### src/rtl/tmr_pkg.sv
package tmr_pkg;
    localparam int DOWN_CH_N    = 3;
    localparam int BIT_EN       = 7;
    localparam int BIT_PERIODIC = 6;
    localparam int BIT_SLOW     = 3;
    localparam int BIT_STAMP_EN = 8;

    typedef enum logic [1:0] {
        REG_LOAD  = 2'd0,
        REG_COUNT = 2'd1,
        REG_CTRL  = 2'd2,
        REG_CLEAR = 2'd3
    } reg_sel_t;

    typedef enum logic {
        CH_HALT  = 1'b0,
        CH_COUNT = 1'b1
    } ch_state_t;
endpackage

### src/rtl/down_chan.sv
module down_chan
    import tmr_pkg::*;
#(
    parameter int W = 16
) (
    input  logic        clk,
    input  logic        rst_n,
    input  logic        tick_slow,
    input  logic        tick_fast,
    input  logic        wr_load,
    input  logic        wr_ctrl,
    input  logic        wr_clear,
    input  logic [31:0] wdata,
    output logic [31:0] rd_count,
    output logic [31:0] rd_load,
    output logic [31:0] rd_ctrl,
    output logic        irq
);
    ch_state_t      state_q, state_d;
    logic [W-1:0]   cnt_q, cnt_d, load_q;
    logic           per_q, slow_q, irq_q, irq_d;
    logic           tick_sel, at_zero;
    logic           unused_wdata;

    assign unused_wdata = ^wdata;
    assign tick_sel     = slow_q ? tick_slow : tick_fast;
    assign at_zero      = (cnt_q == '0);

    // state register
    always_ff @(posedge clk) begin
        if (!rst_n) state_q <= CH_HALT;
        else        state_q <= state_d;
    end

    // transitions: start / stop
    always_comb begin
        state_d = state_q;
        unique case (state_q)
            CH_HALT:  if (wr_ctrl && wdata[BIT_EN])  state_d = CH_COUNT;
            CH_COUNT: if (wr_ctrl && !wdata[BIT_EN]) state_d = CH_HALT;
            default:  state_d = CH_HALT;
        endcase
    end

    // datapath outputs of the state machine
    always_comb begin
        cnt_d = cnt_q;
        irq_d = irq_q & ~wr_clear;
        unique case (state_q)
            CH_HALT: begin
                if (state_d == CH_COUNT) cnt_d = load_q;
            end
            CH_COUNT: begin
                if (!wr_ctrl && tick_sel) begin
                    if (at_zero) begin
                        cnt_d = per_q ? load_q : '1;
                        irq_d = 1'b1;
                    end else begin
                        cnt_d = cnt_q - W'(1);
                    end
                end
            end
            default: cnt_d = cnt_q;
        endcase
    end

    always_ff @(posedge clk) begin
        if (!rst_n) begin
            cnt_q  <= '0;
            load_q <= '0;
            per_q  <= 1'b0;
            slow_q <= 1'b0;
            irq_q  <= 1'b0;
        end else begin
            cnt_q <= cnt_d;
            irq_q <= irq_d;
            if (wr_load) load_q <= wdata[W-1:0];
            if (wr_ctrl) begin
                per_q  <= wdata[BIT_PERIODIC];
                slow_q <= wdata[BIT_SLOW];
            end
        end
    end

    assign rd_count = 32'(cnt_q);
    assign rd_load  = 32'(load_q);
    assign rd_ctrl  = (32'(state_q == CH_COUNT) << BIT_EN)
                    | (32'(per_q) << BIT_PERIODIC)
                    | (32'(slow_q) << BIT_SLOW);
    assign irq      = irq_q;

    // underflow raises the pending flag on the same edge
    p_underflow_irq_r7: assert property (@(posedge clk) disable iff (!rst_n)
        (state_q == CH_COUNT && !wr_ctrl && tick_sel && at_zero) |=> irq);
    // periodic underflow reloads the load value
    p_reload_r5: assert property (@(posedge clk) disable iff (!rst_n)
        (state_q == CH_COUNT && !wr_ctrl && tick_sel && at_zero && per_q && !wr_load)
        |=> (rd_count == rd_load));
    // free-running underflow wraps to all ones
    p_wrap_r6: assert property (@(posedge clk) disable iff (!rst_n)
        (state_q == CH_COUNT && !wr_ctrl && tick_sel && at_zero && !per_q)
        |=> (cnt_q == '1));
    // a halted channel holds its count
    p_hold_r9: assert property (@(posedge clk) disable iff (!rst_n)
        (state_q == CH_HALT && !wr_ctrl) |=> $stable(cnt_q));
    // clear without a concurrent underflow empties the flag
    p_clear_r8: assert property (@(posedge clk) disable iff (!rst_n)
        (wr_clear && !(state_q == CH_COUNT && !wr_ctrl && tick_sel && at_zero))
        |=> !irq);
endmodule

### src/rtl/stamp_chan.sv
module stamp_chan
    import tmr_pkg::*;
#(
    parameter int W = 40
) (
    input  logic        clk,
    input  logic        rst_n,
    input  logic        tick_fast,
    input  logic        wr_hi,
    input  logic [31:0] wdata,
    output logic [31:0] rd_lo,
    output logic [31:0] rd_hi
);
    ch_state_t    state_q, state_d;
    logic [W-1:0] cnt_q, cnt_d;
    logic         unused_wdata;

    assign unused_wdata = ^wdata;

    always_ff @(posedge clk) begin
        if (!rst_n) state_q <= CH_HALT;
        else        state_q <= state_d;
    end

    always_comb begin
        state_d = state_q;
        unique case (state_q)
            CH_HALT:  if (wr_hi && wdata[BIT_STAMP_EN])  state_d = CH_COUNT;
            CH_COUNT: if (wr_hi && !wdata[BIT_STAMP_EN]) state_d = CH_HALT;
            default:  state_d = CH_HALT;
        endcase
    end

    always_comb begin
        cnt_d = cnt_q;
        unique case (state_q)
            CH_HALT:  cnt_d = '0;
            CH_COUNT: begin
                if (state_d == CH_HALT) cnt_d = '0;
                else if (tick_fast)     cnt_d = cnt_q + W'(1);
            end
            default:  cnt_d = '0;
        endcase
    end

    always_ff @(posedge clk) begin
        if (!rst_n) cnt_q <= '0;
        else        cnt_q <= cnt_d;
    end

    assign rd_lo = cnt_q[31:0];
    assign rd_hi = 32'(cnt_q[W-1:32]) | (32'(state_q == CH_COUNT) << BIT_STAMP_EN);

    // an enabled counter advances by one per fast tick
    p_stamp_inc_r10: assert property (@(posedge clk) disable iff (!rst_n)
        (state_q == CH_COUNT && tick_fast && !wr_hi) |=> (cnt_q == $past(cnt_q) + W'(1)));
    // a disabled counter sits at zero
    p_stamp_zero_r10: assert property (@(posedge clk) disable iff (!rst_n)
        (state_q == CH_HALT) |-> (cnt_q == '0));
endmodule

### src/rtl/tick_timer_unit.sv
module tick_timer_unit
    import tmr_pkg::*;
#(
    parameter int ADDR_W   = 8,
    parameter int NARROW_W = 16,
    parameter int WIDE_W   = 32,
    parameter int STAMP_W  = 40
) (
    input  logic              clk,
    input  logic              rst_n,
    input  logic              tick_slow,
    input  logic              tick_fast,
    input  logic [ADDR_W-1:0] bus_addr,
    input  logic              bus_wr,
    input  logic [31:0]       bus_wdata,
    output logic [31:0]       bus_rdata,
    output logic [2:0]        irq
);
    localparam logic [1:0] STAMP_IDX = 2'd3;

    logic [1:0]  ch_idx;
    reg_sel_t    reg_sel;
    logic        addr_ok;
    logic [31:0] rd_cnt  [DOWN_CH_N];
    logic [31:0] rd_ld   [DOWN_CH_N];
    logic [31:0] rd_ct   [DOWN_CH_N];
    logic [31:0] st_lo, st_hi;

    assign ch_idx  = bus_addr[5:4];
    assign reg_sel = reg_sel_t'(bus_addr[3:2]);
    assign addr_ok = (bus_addr[ADDR_W-1:6] == '0) && (bus_addr[1:0] == 2'b00);

    for (genvar c = 0; c < DOWN_CH_N; c++) begin : g_down
        localparam int CW = (c == DOWN_CH_N - 1) ? WIDE_W : NARROW_W;
        logic hit;
        assign hit = bus_wr && addr_ok && (ch_idx == 2'(c));
        down_chan #(.W(CW)) u_chan (
            .clk      (clk),
            .rst_n    (rst_n),
            .tick_slow(tick_slow),
            .tick_fast(tick_fast),
            .wr_load  (hit && reg_sel == REG_LOAD),
            .wr_ctrl  (hit && reg_sel == REG_CTRL),
            .wr_clear (hit && reg_sel == REG_CLEAR),
            .wdata    (bus_wdata),
            .rd_count (rd_cnt[c]),
            .rd_load  (rd_ld[c]),
            .rd_ctrl  (rd_ct[c]),
            .irq      (irq[c])
        );
    end

    stamp_chan #(.W(STAMP_W)) u_stamp (
        .clk      (clk),
        .rst_n    (rst_n),
        .tick_fast(tick_fast),
        .wr_hi    (bus_wr && addr_ok && ch_idx == STAMP_IDX && reg_sel == REG_COUNT),
        .wdata    (bus_wdata),
        .rd_lo    (st_lo),
        .rd_hi    (st_hi)
    );

    always_comb begin
        bus_rdata = '0;
        if (addr_ok) begin
            if (ch_idx == STAMP_IDX) begin
                if (reg_sel == REG_LOAD)  bus_rdata = st_lo;
                if (reg_sel == REG_COUNT) bus_rdata = st_hi;
            end else begin
                for (int c = 0; c < DOWN_CH_N; c++) begin
                    if (ch_idx == 2'(c)) begin
                        unique case (reg_sel)
                            REG_LOAD:  bus_rdata = rd_ld[c];
                            REG_COUNT: bus_rdata = rd_cnt[c];
                            REG_CTRL:  bus_rdata = rd_ct[c];
                            REG_CLEAR: bus_rdata = '0;
                            default:   bus_rdata = '0;
                        endcase
                    end
                end
            end
        end
    end

    // no pending interrupt straight after reset
    p_reset_quiet_r1: assert property (@(posedge clk)
        !rst_n |=> (irq == 3'b000));
endmodule

### config.mk
export PLATFORM = sky130hd
export DESIGN_NAME = tick_timer_unit
export DESIGN_NICKNAME = d
export VERILOG_FILES = /design/src/rtl/tmr_pkg.sv /design/src/rtl/down_chan.sv /design/src/rtl/stamp_chan.sv /design/src/rtl/tick_timer_unit.sv
export SDC_FILE = /design/constraint.sdc
export NUM_CORES = 1
export LEC_CHECK = 0
export BUFFER_PORTS_ARGS = -buffer_cell sky130_fd_sc_hd__buf_2
export CORE_ASPECT_RATIO = 1.25
export CORE_MARGIN = 2
export CORE_UTILIZATION = 47
export CTS_BUF_LIST = sky130_fd_sc_hd__clkbuf_16
export DETAILED_ROUTE_END_ITERATION = 8
export HOLD_SLACK_MARGIN = 0.06
export SETUP_SLACK_MARGIN = 0.5
export SYNTH_ARGS = -nofsm -noshare
export SYNTH_HDL_FRONTEND = slang
export SYNTH_SLANG_ARGS = --single-unit
export TNS_END_PERCENT = 20
### constraint.sdc
create_clock -name clk -period 4 [get_ports clk]
set_input_delay 0.4 -clock clk [delete_from_list [all_inputs] [get_ports clk]]
set_output_delay 0.4 -clock clk [all_outputs]
set_load 0.005 [all_outputs]
; After elaboration in Yosys (flattened, before gate mapping)
; Index checks and enable logic that the tools add are counted.
[classes]
n_addsub = 4
n_mux = 52
reduce_logical = 42
bitwise_logic = 17
n_eq_ne = 13
[ops]
columns = op, count
row1 = 32-bit case mux with 4 select lines, 3
row2 = 32-bit two-way mux, 11
row3 = 16-bit two-way mux, 8
row4 = 32-bit by 4-bit OR with 32-bit output, 3
row5 = 40-bit two-way mux, 2
row6 = 40-bit case mux with 2 select lines, 1
row7 = 16-bit case mux with 2 select lines, 2
row8 = 32-bit case mux with 2 select lines, 1
row9 = 40-bit by 1-bit adder with 40-bit output (second input constant), 1
row10 = 16-bit zero test, 2
row11 = 32-bit zero test, 1
row12 = 16-bit by 1-bit subtractor with 16-bit output (second input constant), 2
row13 = 32-bit by 1-bit subtractor with 32-bit output (second input constant), 1
row14 = 1-bit logical AND, 27
row15 = 8-bit by 7-bit OR with 8-bit output, 3
row16 = 1-bit two-way mux, 20
row17 = 8-bit by 9-bit OR with 9-bit output, 1
row18 = 2-bit == test (second input constant), 4
row19 = 2-bit zero test, 4
row20 = 1-bit case mux with 2 select lines, 4
row21 = 1-bit inverter, 7
row22 = 2-bit by 1-bit != test with 1-bit output (second input constant), 3
row23 = 2-bit != test (second input constant), 3
row24 = 2-bit AND reduction, 3
row25 = other kinds (4), 11
[totals]
regBits = 181
in_bits = 45
out_inout_bits = 35
elab_cells = 148

; Depth between registers and ports, before layout
; Gate-level depths: netlist (run 1).
[depth]
word_depth = 10
depth_mapped = 9
mapped_depth_nobuf = 7

; By module
; From an unflattened synthesis (run 1), not the netlist that was laid out.
[unflattened]
hier_cells = 1738
hier_area_um2 = 13917.1
[by_module_without_submodules]
columns = mod, area_per_inst_um2, instances, cells_per_inst
row1 = down_chan at g_down[0].u_chan ..., 2314.7, 2, 274
row2 = down_chan at g_down[2].u_chan, 3629.7, 1, 426
row3 = tick_timer_unit, 3438.3, 1, 498
row4 = stamp_chan, 2219.6, 1, 266

; Worst setup path after synthesis (run 1)
; OpenSTA, ideal clock, no wires.
[synth_path]
kind = in2out
from = in bus_addr[2]
to = out bus_rdata[1]
t_required_ns = 3.600
path_slack_ns = 1.648
arrival_ns = 1.952
path_stages = 6
path_buffers = 3
cell_sequence = buf_1 clkbuf_1 buf_2 mux4_2 mux2i_1 nor2_1
[synth_via]
elab_chain_len = 7
[synth_lines]
columns = item, line_no
row1 = start: declaration, tick_timer_unit.sv:13  ; input logic [ADDR_W-1:0] bus_addr,
row2 = "2-bit == test, or another cell as far along", tick_timer_unit.sv:72  ; unique case (reg_sel)
row3 = 32-bit case mux with 4 select lines, tick_timer_unit.sv:72
row4 = 32-bit two-way mux (3 in series), tick_timer_unit.sv:71  ; if (ch_idx == 2'(c)) begin
row5 = 32-bit two-way mux (*), tick_timer_unit.sv:66  ; if (ch_idx == STAMP_IDX) begin
row6 = 32-bit two-way mux (*), tick_timer_unit.sv:65  ; if (addr_ok) begin
row7 = end: declaration, tick_timer_unit.sv:16  ; output logic [31:0] bus_rdata,
; Mark *: on every way between the ends. The rest lies on a longest branch, timed or not.

; Worst setup path in the final report (run 1)
[layout_path]
from = in bus_addr[2]
to = out bus_rdata[9]
; The elaborated chain is that of the path after synthesis.

==> results of run 1 <==
==> state kept, by name (all words and copies together) (netlist names) <==
| register | cells |
|---|---|
| g_down.u_chan.rd_load | 32 |
| g_down.u_chan.per_q | 3 |
| g_down.u_chan.cnt_q | 32 |
| g_down.u_chan.irq | 3 |
| g_down.u_chan.rd_count | 32 |
| g_down.u_chan.load_q | 32 |
| u_stamp.cnt_q | 40 |
| g_down.u_chan.state_q | 3 |
| g_down.u_chan.slow_q | 3 |
| u_stamp.state_q | 1 |
==> cells by family (layout without fill, tap and decap cells) <==
group                      after synthesis  count (layout)
AOI/OAI and AO/OA                      415             415
xor gates and xnor gates                18              18
adders and majority gates                7               7
buffers and inverters                  139             169
DFF                                    181             181
muxes                                   69              69
and+or+nand+nor                        527             527
==> metal layers <==
layer	up-vias	track usage (%)
met5	-	0
met4	0	17.3
met3	88	3.42
met2	336	51.1
met1	5010	39.0
li1	5048	-
==> tightest hold or removal path, stage by stage <==
cell     delay, ns
buf_2         0.10
nand2_1       0.04
a21oi_1       0.05
==> Yosys cell counts (5+ instances only) <==
master,n,share of area (%)
mux4_2,10,2.1
o32ai_1,11,0.92
o31ai_1,9,0.64
o21a_1,16,1.1
or2_2,6,0.36
a221oi_1,13,1.1
o22ai_1,25,1.5
o21ai_0,79,3.8
xor2_1,14,1.2
inv_1,33,1.2
o221a_2,7,0.75
a211oi_1,10,0.71
nand2_1,197,7.0
nand2b_1,6,0.36
nand3_1,30,1.4
and2_1,9,0.54
ha_1,7,0.83
mux2i_1,55,5.2
o211ai_1,5,0.36
nor2b_1,9,0.54
and4_1,6,0.50
buf_2,15,0.71
and3_1,9,0.54
nor4_1,21,1.2
a22oi_1,11,0.79
nand4_1,31,1.8
nor3_1,39,1.9
dfxtp_1,181,34
a31oi_1,21,1.2
o221a_1,9,0.96
a21oi_1,152,7.2
or4_1,14,1.0
or3_1,26,1.5
clkbuf_1,80,2.9
nor2_1,102,3.6
==> stage by stage <==
step / worst slack [ns] / cell area [um2]
global route: 1.02 / 11600
global placement: 1.11 / 11000
finish: 1.06 / 11600
CTS: 1.16 / 11600
detailed placement: 1.09 / 11000
floorplan: 1.65 / 10500
==> how the worst max path moves through the flow <==
stage | startpoint | end | depth (start not counted)
2_1_floorplan | bus_addr[2] | bus_rdata[1] | 6
3_3_place_gp | bus_addr[3] | g_down[2].u_chan.rd_load[1]$_SDFFE_PN0P_ | 7
3_5_place_dp | bus_addr[3] | g_down[2].u_chan.rd_load[14]$_SDFFE_PN0P_ | 7
4_1_cts | bus_addr[2] | bus_rdata[9] | 7
5_1_grt | g_down[2].u_chan.rd_count[14]$_SDFFE_PN0P_ | g_down[2].u_chan.rd_count[2]$_SDFFE_PN0P_ | 5
6_report | bus_addr[2] | bus_rdata[9] | 7
==> power breakdown <==
| part | switching (mW) | internal (mW) |
|---|---|---|
| Sequential | 0.00271 | 1.80 |
| Combinational | 0.148 | 0.0681 |
| Clock | 0.744 | 0.850 |
==> final cells by class <==
cell class / instances / area [um2] / share of cell area [%]
inverter: 33 / 125 / 1.08
sequential: 181 / 3620 / 31.4
clock buffer: 17 / 425 / 3.68
timing repair buffer: 104 / 596 / 5.15
tap: 283 / 354 / 3.06
clock inverter: 15 / 111 / 0.964
multi-input combinational: 1036 / 6320 / 54.7
==> results.json, run 1 <==
{
  "crit_type": "in -> out",
  "stdcell_count": 1669,
  "cts-root-buf": "clkbuf_16",
  "path_delay_family": "buffers and inverters",
  "area_growth_pct": 9.85,
  "tritoncts": "done",
  "path_buf_inv": 3,
  "p_leak_nw": 3.93,
  "whs_path_depth": 3,
  "most-common-layout-cells": "nand2_1, dfxtp_1, a21oi_1, nor2_1",
  "cpMostUsedCell": "buf_2",
  "final_layout_size_suffix_gt1_share_pct": 12.8,
  "cpPeakStageDelay_ns": 0.62,
  "synth-edff-count": 0,
  "final_core_util_pct": 52.2,
  "synth_top_family_by_area": "compound AO/OA/AOI/OAI gates",
  "worstPathMaxFanout": 18,
  "grt_max_degree": 112,
  "ctsResizeCount": 0,
  "endpoint_kind": "primary output",
  "worstReg2RegEnd": "g_down[0].u_chan.cnt_q[9]$_SDFFE_PN0P_",
  "setup_tns_ns": 0,
  "wl_met2_um": 17200,
  "synth_cells": 1356,
  "n_antenna_cell": 0,
  "worstHoldPathType": "in -> reg",
  "wl_met3_um": 1660,
  "finalHoldViolations": 0,
  "min_period_ns": 2.94,
  "max_freq_mhz": 340,
  "grtUsageTotal_pct": 30.9,
  "mostFrequentLayoutCell": "nand2_1",
  "routedWlPerCell_um": 21.6,
  "yosys.area_share.adder_pct": 0.833,
  "max-cap-violations": 0,
  "wl_um": 36000,
  "post-cts-setup-buffer-count": 0,
  "drt_iter0_drc": 922,
  "clock_sinks": 181,
  "firstDrtPassIters": 5,
  "yosys_warnings": 0,
  "worst_slew_pin_slew_ns": 0.954,
  "port_buffers": 79,
  "fp.dieH_um": 171,
  "finClkSkew_ns": 0.0136,
  "dpl.cell_count": 1637,
  "cts_hold_buf": 0,
  "synth_area_um2": 10500,
  "grt_setup_unrepaired": "no",
  "top_layer_used": "met4",
  "antenna_found_initial": 0,
  "clkLatencyLatePin_ns": 0.43,
  "grt_pass1_vias": 9699,
  "fin_nets": 1425,
  "syn_nets": 1408,
  "drc_errors": 0,
  "arrival_ns": 2.54,
  "finalPower_mw": 3.62,
  "synth_seq_cells": 181,
  "crit_slowest_cell": "a222oi_1",
  "wl_met1_um": 15100,
  "io_pins": 80,
  "hold_path_end": "g_down[2].u_chan.rd_load[23]$_SDFFE_PN0P_",
  "ys.flop_type": "dfxtp_1",
  "timing.final.crit_share_pct": 73.5,
  "startpoint_type": "input port",
  "hpwl_um": 25900,
  "syn_area_per_cell_um2": 7.76,
  "synthXorXnorAreaFrac_pct": 1.50,
  "synth-compound-area-share_pct": 25.4,
  "cp_cell_sequence": "buf_2 -> buf_4 -> mux2i_1 -> o21bai_1 -> a222oi_1 -> nor3_1 -> buf_2",
  "path_clk_slew_ns": 0.07,
  "r2r_slack_ns": 1.23,
  "ant_nets": 0,
  "dieArea_um2": 23600,
  "hp-start": "bus_wdata[23]",
  "rows": 61,
  "yosys.area_share.simple_pct": 24.5,
  "nFillCells": 2209,
  "muxShareOfSynthArea_pct": 7.80,
  "finalMaxSlewViolations": 0,
  "synth-async-reset-ratio_pct": 0,
  "dieWidth_um": 138,
  "yosysUniqueCellTypes": 82,
  "viasPerCell": 6.28,
  "cts_max_path_buffers": 2,
  "grt_pass1_wl_um": 55900,
  "setup_viol_count_final": 0,
  "synth-seq-area-share_pct": 34.5,
  "worstPathRequired_ns": 3.60,
  "irDropWorstVdd_v": 0.000311,
  "r2r_start": "g_down[0].u_chan.cnt_q[9]$_SDFFE_PN0P_",
  "dr_total_vias": 10500,
  "cts_htree_levels": 4,
  "overflow": 0,
  "core_region_area_um2": 22100,
  "outcome": "finished clean",
  "initial_core_util_pct": 47.5,
  "r2r_cells": 6,
  "routabilityCongestion": 0.932,
  "power_density_nw_per_um2": 313,
  "slew_headroom_pct": 35.9,
  "holdWs_ns": 0.197,
  "cts_buffers": 17
}
(Power assumes the default switching activity.)
==> inputs of run 2 (changes only) <==
Settings changed: ABC_AREA set to 1.
Clock period 4 ns to 2.9 ns, I/O delays scaled along.
==> results.json, run 2 <==
{
  "finalMaxSlewViolations": 0,
  "dieArea_um2": 26200,
  "placed_area_um2": 12300,
  "dpl.cell_count": 2182,
  "p_leak_nw": 5.68,
  "dr_total_vias": 12500,
  "rows": 64,
  "path_clk_slew_ns": 0.07,
  "whs_path_depth": 3,
  "fin_ws_ns": 0.450,
  "synth-seq-area-share_pct": 31.0,
  "cts_hold_buf": 0,
  "grt_pass1_vias": 11700,
  "nFillCells": 2582,
  "worst_slew_pin_slew_ns": 0.670,
  "io_pins": 80,
  "antenna_found_initial": 0,
  "crit_type": "in -> out",
  "finalPower_mw": 5.20,
  "finalHoldViolations": 0,
  "path_delay_family": "simple AND/OR/NAND/NOR gates",
  "final_core_util_pct": 52.6,
  "synth_seq_cells": 181,
  "setup_tns_ns": 0,
  "syn_nets": 1889,
  "grt_pass1_wl_um": 66100,
  "cts_buffers": 17,
  "r2r_cells": 11,
  "synth_top_area_cell": "dfxtp_1",
  "clock_sinks": 181,
  "crit_slowest_cell": "nor4_1",
  "core_region_area_um2": 24500,
  "cts-root-buf": "clkbuf_16",
  "place_ws_ns": 0.408,
  "register_area_um2": 3620,
  "ys.flop_type": "dfxtp_1",
  "max_freq_mhz": 408,
  "hp-start": "bus_wdata[26]",
  "top_register": "u_stamp.cnt_q",
  "routedWlPerCell_um": 19.0,
  "initial_core_util_pct": 47.7,
  "fin_nets": 1923,
  "final_layout_size_suffix_gt1_share_pct": 12.3,
  "fp.dieH_um": 180,
  "cts_max_path_buffers": 2,
  "stdcell_count": 2215,
  "r2r_slack_ns": 0.77,
  "endpoint_kind": "primary output",
  "max-cap-violations": 0,
  "multiInputGateArea_um2": 6770,
  "cts_htree_levels": 4,
  "finClkSkew_ns": 0.0100,
  "ant_nets": 0,
  "synth_top_area_share_pct": 31.0,
  "mostFrequentLayoutCell": "nand2_1",
  "synth_most_common_cell": "nand2_1",
  "clkLatencyLatePin_ns": 0.44,
  "synth_common_cells": "nand2_1, inv_1, nor2_1, dfxtp_1, a21oi_1",
  "grt_setup_unrepaired": "yes",
  "stdcell_area_um2": 12900,
  "cpPeakStageDelay_ns": 0.53,
  "firstDrtPassIters": 6,
  "worstHoldPathType": "in -> reg",
  "area_growth_pct": 10.3,
  "irDropWorstVdd_v": 0.000396,
  "worstReg2RegEnd": "g_down[2].u_chan.rd_count[18]$_SDFFE_PN0P_",
  "synth_area_leaders": "dfxtp_1, nand2_1, a21oi_1, inv_1, nor2_1",
  "outcome": "finished clean",
  "power_density_nw_per_um2": 403,
  "tritoncts": "done",
  "largest_reg_flops": 40,
  "viasPerCell": 5.66,
  "arrival_ns": 2.16,
  "yosys_warnings": 0,
  "setup_viol_count_final": 0,
  "grt_max_degree": 80,
  "syn_area_per_cell_um2": 6.37,
  "slew_headroom_pct": 54.9,
  "holdWs_ns": 0.132,
  "synth-async-reset-ratio_pct": 0,
  "drc_errors": 0,
  "hpwl_um": 32000,
  "synth_cells": 1837,
  "drt_iter0_drc": 1046,
  "hold_path_end": "g_down[2].u_chan.rd_load[26]$_SDFFE_PN0P_",
  "r2r_start": "g_down[2].u_chan.rd_count[0]$_SDFFE_PN0P_",
  "path_buf_inv": 2,
  "synth-edff-count": 0,
  "worstPathMaxFanout": 30,
  "synth_area_um2": 11700,
  "cp_cell_sequence": "buf_2 -> nand2_2 -> o22ai_1 -> a21oi_1 -> nor4_1 -> buf_2",
  "overflow": 0,
  "min_period_ns": 2.45,
  "port_buffers": 79,
  "most-common-layout-cells": "nand2_1, inv_1, nor2_1, dfxtp_1, a21oi_1",
  "yosysUniqueCellTypes": 51,
  "wl_um": 42200,
  "timing.final.crit_share_pct": 84.5,
  "routabilityCongestion": 0.994,
  "cpMostUsedCell": "buf_2",
  "startpoint_type": "input port",
  "worstPathRequired_ns": 2.61,
  "grtUsageTotal_pct": 32.0,
  "dieWidth_um": 145
}
run 2: cell count changes in the layout (fill, tap and decap cells not counted), moves of 16 or more:
cell / previous run / this run
a21oi_1: 152 / 176
inv_2: 0 / 18
a31oi_1: 21 / 5
inv_1: 34 / 215
nand2_1: 197 / 356
o21ai_1: 2 / 73
or3_1: 26 / 0
nand3_1: 30 / 101
nor2_1: 101 / 212
mux2i_1: 55 / 0
o21ai_0: 79 / 134
nand3_2: 0 / 17
run 2: report_power, final:
| group | total (mW) | internal, mW | switching (mW) | leakage [nW] |
|---|---|---|---|---|
| combinational | 0.384 | 0.110 | 0.274 | 3.95 |
| sequential | 2.49 | 2.49 | 0.00429 | 1.46 |
| clock | 2.33 | 1.14 | 1.18 | 0.268 |
| total | 5.20 | 3.74 | 1.46 | 5.68 |
run 2: final cells by class:
class / instances / area share, %
repair buffers: 104 / 4.93
flip-flops and latches: 181 / 28.1
clock inverters: 15 / 1.10
multi-input cells: 1331 / 52.5
clock buffers: 17 / 3.30
diodes: 1 / 0.0194
well taps: 330 / 3.20
inverters: 236 / 6.89
run 2: cells by family after synthesis:
kind of cell	count (synthesis)	share of synthesized area, %
AND/OR/NAND/NOR	824	32.7
adder cells (fa/ha/maj)	7	0.749
buffers and inverters	325	11.4
AO/OA/AOI/OAI	471	22.0
XOR/XNOR	29	2.17
flip-flops	181	31.0
run 2: tightest hold or removal path: cells and delay by family:
family / cells / cell delay, ns
compound gates: 2 / 0.17
buf+inv: 1 / 0.07
run 2: metal layers:
| layer | global-route usage [%] | routed length (um) | vias up |
|---|---|---|---|
| met1 | 39.6 | 17500 | 5826 |
| li1 | - | - | 6172 |
| met4 | 12.7 | 1700 | 0 |
| met2 | 56.6 | 20700 | 448 |
| met5 | 0 | 0 | - |
| met3 | 3.75 | 2280 | 96 |
run 2: worst max path at each step:
stage | start | to | cells past startpoint
2_1_floorplan | bus_addr[2] | bus_rdata[28] | 8
3_3_place_gp | bus_addr[2] | bus_rdata[5] | 6
3_5_place_dp | bus_addr[2] | bus_rdata[5] | 6
4_1_cts | bus_addr[2] | bus_rdata[2] | 6
5_1_grt | bus_addr[3] | bus_rdata[4] | 8
6_report | bus_addr[2] | bus_rdata[13] | 6
run 2: timing repair:
action / CTS / global route
buffers inserted: 0 / 0
gates resized for setup: 1 / 4
endpoints found under the setup margin: 2 / 5
==> inputs of run 3 (changes only) <==
Settings changed: PLACE_DENSITY set to 0.67.
Clock period 2.9 ns to 2 ns, I/O delays scaled along.
==> results.json, run 3 (synthesis results as in run 2) <==
{
  "outcome": "finished clean",
  "fin_nets": 2096,
  "nFillCells": 2253,
  "cts-root-buf": "clkbuf_16",
  "max-cap-violations": 0,
  "fp.dieH_um": 180,
  "final_layout_size_suffix_gt1_share_pct": 32.6,
  "wl_met1_um": 18200,
  "top_layer_used": "met4",
  "n_antenna_cell": 0,
  "finClkSkew_ns": 0.0112,
  "finalPower_mw": 8.06,
  "setup_viol_count_final": 0,
  "grtUsageTotal_pct": 34.2,
  "dieWidth_um": 145,
  "wl_um": 46800,
  "io_pins": 80,
  "p_leak_nw": 7.09,
  "crit_type": "reg -> out",
  "finalHoldViolations": 0,
  "tritoncts": "done",
  "routabilityCongestion": 0.975,
  "antenna_found_initial": 0,
  "dr_total_vias": 13700,
  "firstDrtPassIters": 7,
  "timing.final.crit_share_pct": 95.7,
  "finalMaxSlewViolations": 0,
  "dieArea_um2": 26200,
  "wl_met3_um": 3220,
  "power_density_nw_per_um2": 504,
  "area_growth_pct": 36.6,
  "ant_nets": 0,
  "endpoint_kind": "primary output",
  "cts_buffers": 17,
  "worst_slew_pin_slew_ns": 0.451,
  "min_period_ns": 1.91,
  "r2r_slack_ns": 0.22,
  "port_buffers": 79,
  "routedWlPerCell_um": 19.6,
  "slew_headroom_pct": 69.7,
  "clock_sinks": 181,
  "worstHoldPathType": "in -> reg",
  "grt_pass1_wl_um": 70700,
  "top_register": "u_stamp.cnt_q",
  "irDropWorstVdd_v": 0.000530,
  "grt_setup_unrepaired": "yes",
  "cts_max_path_buffers": 2,
  "mostFrequentLayoutCell": "nand2_1",
  "largest_reg_flops": 40,
  "grt_pass1_vias": 12700,
  "max_freq_mhz": 522,
  "drt_iter0_drc": 1026,
  "initial_core_util_pct": 47.7,
  "path_clk_slew_ns": 0.07,
  "startpoint_type": "flip-flop",
  "worstPathMaxFanout": 4,
  "overflow": 0,
  "core_region_area_um2": 24500,
  "wl_met2_um": 22600,
  "worstPathRequired_ns": 1.80,
  "viasPerCell": 5.75,
  "grt_max_degree": 51,
  "rows": 64,
  "hpwl_um": 33200,
  "clkLatencyLatePin_ns": 0.44,
  "drc_errors": 0,
  "most-common-layout-cells": "nand2_1, nor2_1, inv_1, a21oi_1, buf_4",
  "setup_tns_ns": 0,
  "cts_htree_levels": 4,
  "arrival_ns": 1.71
}
[run 3: final cells by class]
class | instances | area [um2] | area share [%]
Tap cell | 330 | 413 | 2.58
Clock inverter | 14 | 186 | 1.17
Sequential cell | 181 | 3800 | 23.8
Inverter | 236 | 932 | 5.83
Multi-Input combinational cell | 1334 | 7840 | 49.1
Timing Repair Buffer | 274 | 2380 | 14.9
Clock buffer | 17 | 425 | 2.66
[run 3: path summary, 6_finish.rpt]
kind	startpoint	end	cells after the start
max	g_down[1].u_chan.cnt_q[12]$_SDFFE_PN0P_	bus_rdata[12]	6
min reg2reg	g_down[1].u_chan.load_q[3]$_SDFFE_PN0P_	g_down[1].u_chan.load_q[3]$_SDFFE_PN0P_	2
min	bus_wdata[13]	g_down[1].u_chan.load_q[13]$_SDFFE_PN0P_	3
max reg2reg	u_stamp.cnt_q[1]$_SDFFE_PN0P_	u_stamp.cnt_q[32]$_SDFFE_PN0P_	13
[run 3: where the power goes]
group / switching, mW / internal, mW / leakage, nW
Sequential: 0.00644 / 3.57 / 1.51
Clock: 1.55 / 2.08 / 0.296
Combinational: 0.515 / 0.333 / 5.29
Total: 2.08 / 5.99 / 7.09
[run 3: repair_timing]
item | CTS | global route
endpoints found under the setup margin | 123 | 160
setup buffers | 46 | 32
pin swaps | 65 | 61
hold buffers | 15 | 0
endpoints found under the hold margin | 15 | 0
resized for setup | 266 | 157
cloned | 10 | 3
[run 3: metrics by stage]
stage          instance area [um2]  cells  util [%]  hold WS (ns)  setup slack (ns)
3_3_place_gp                 13000   2249      53.0         0.468            -0.133
3_5_place_dp                 13000   2249      53.0         0.473            -0.153
2_1_floorplan                11800   1837         -         0.335             0.437
5_1_grt                      16000   2386      65.2        0.0800            0.0619
6_report                     16000   2386      65.2        0.0830            0.0855
4_1_cts                      15100   2351      61.7        0.0662            0.0788
[run 3: worst max-delay path, cell delays in order, from the launching register on]
cell and delay, ns:
dfxtp_4 0.38, inv_4 0.05, o22ai_4 0.15, nor2_2 0.08, nor4_4 0.34, buf_4 0.18
buf_6 0.09
[run 3: metal layers]
| layer | GRT usage (%) | vias up |
|---|---|---|
| met5 | 0 | - |
| met4 | 16.9 | 0 |
| met3 | 5.29 | 169 |
| met2 | 59.8 | 634 |
| met1 | 40.7 | 6378 |
| li1 | - | 6546 |
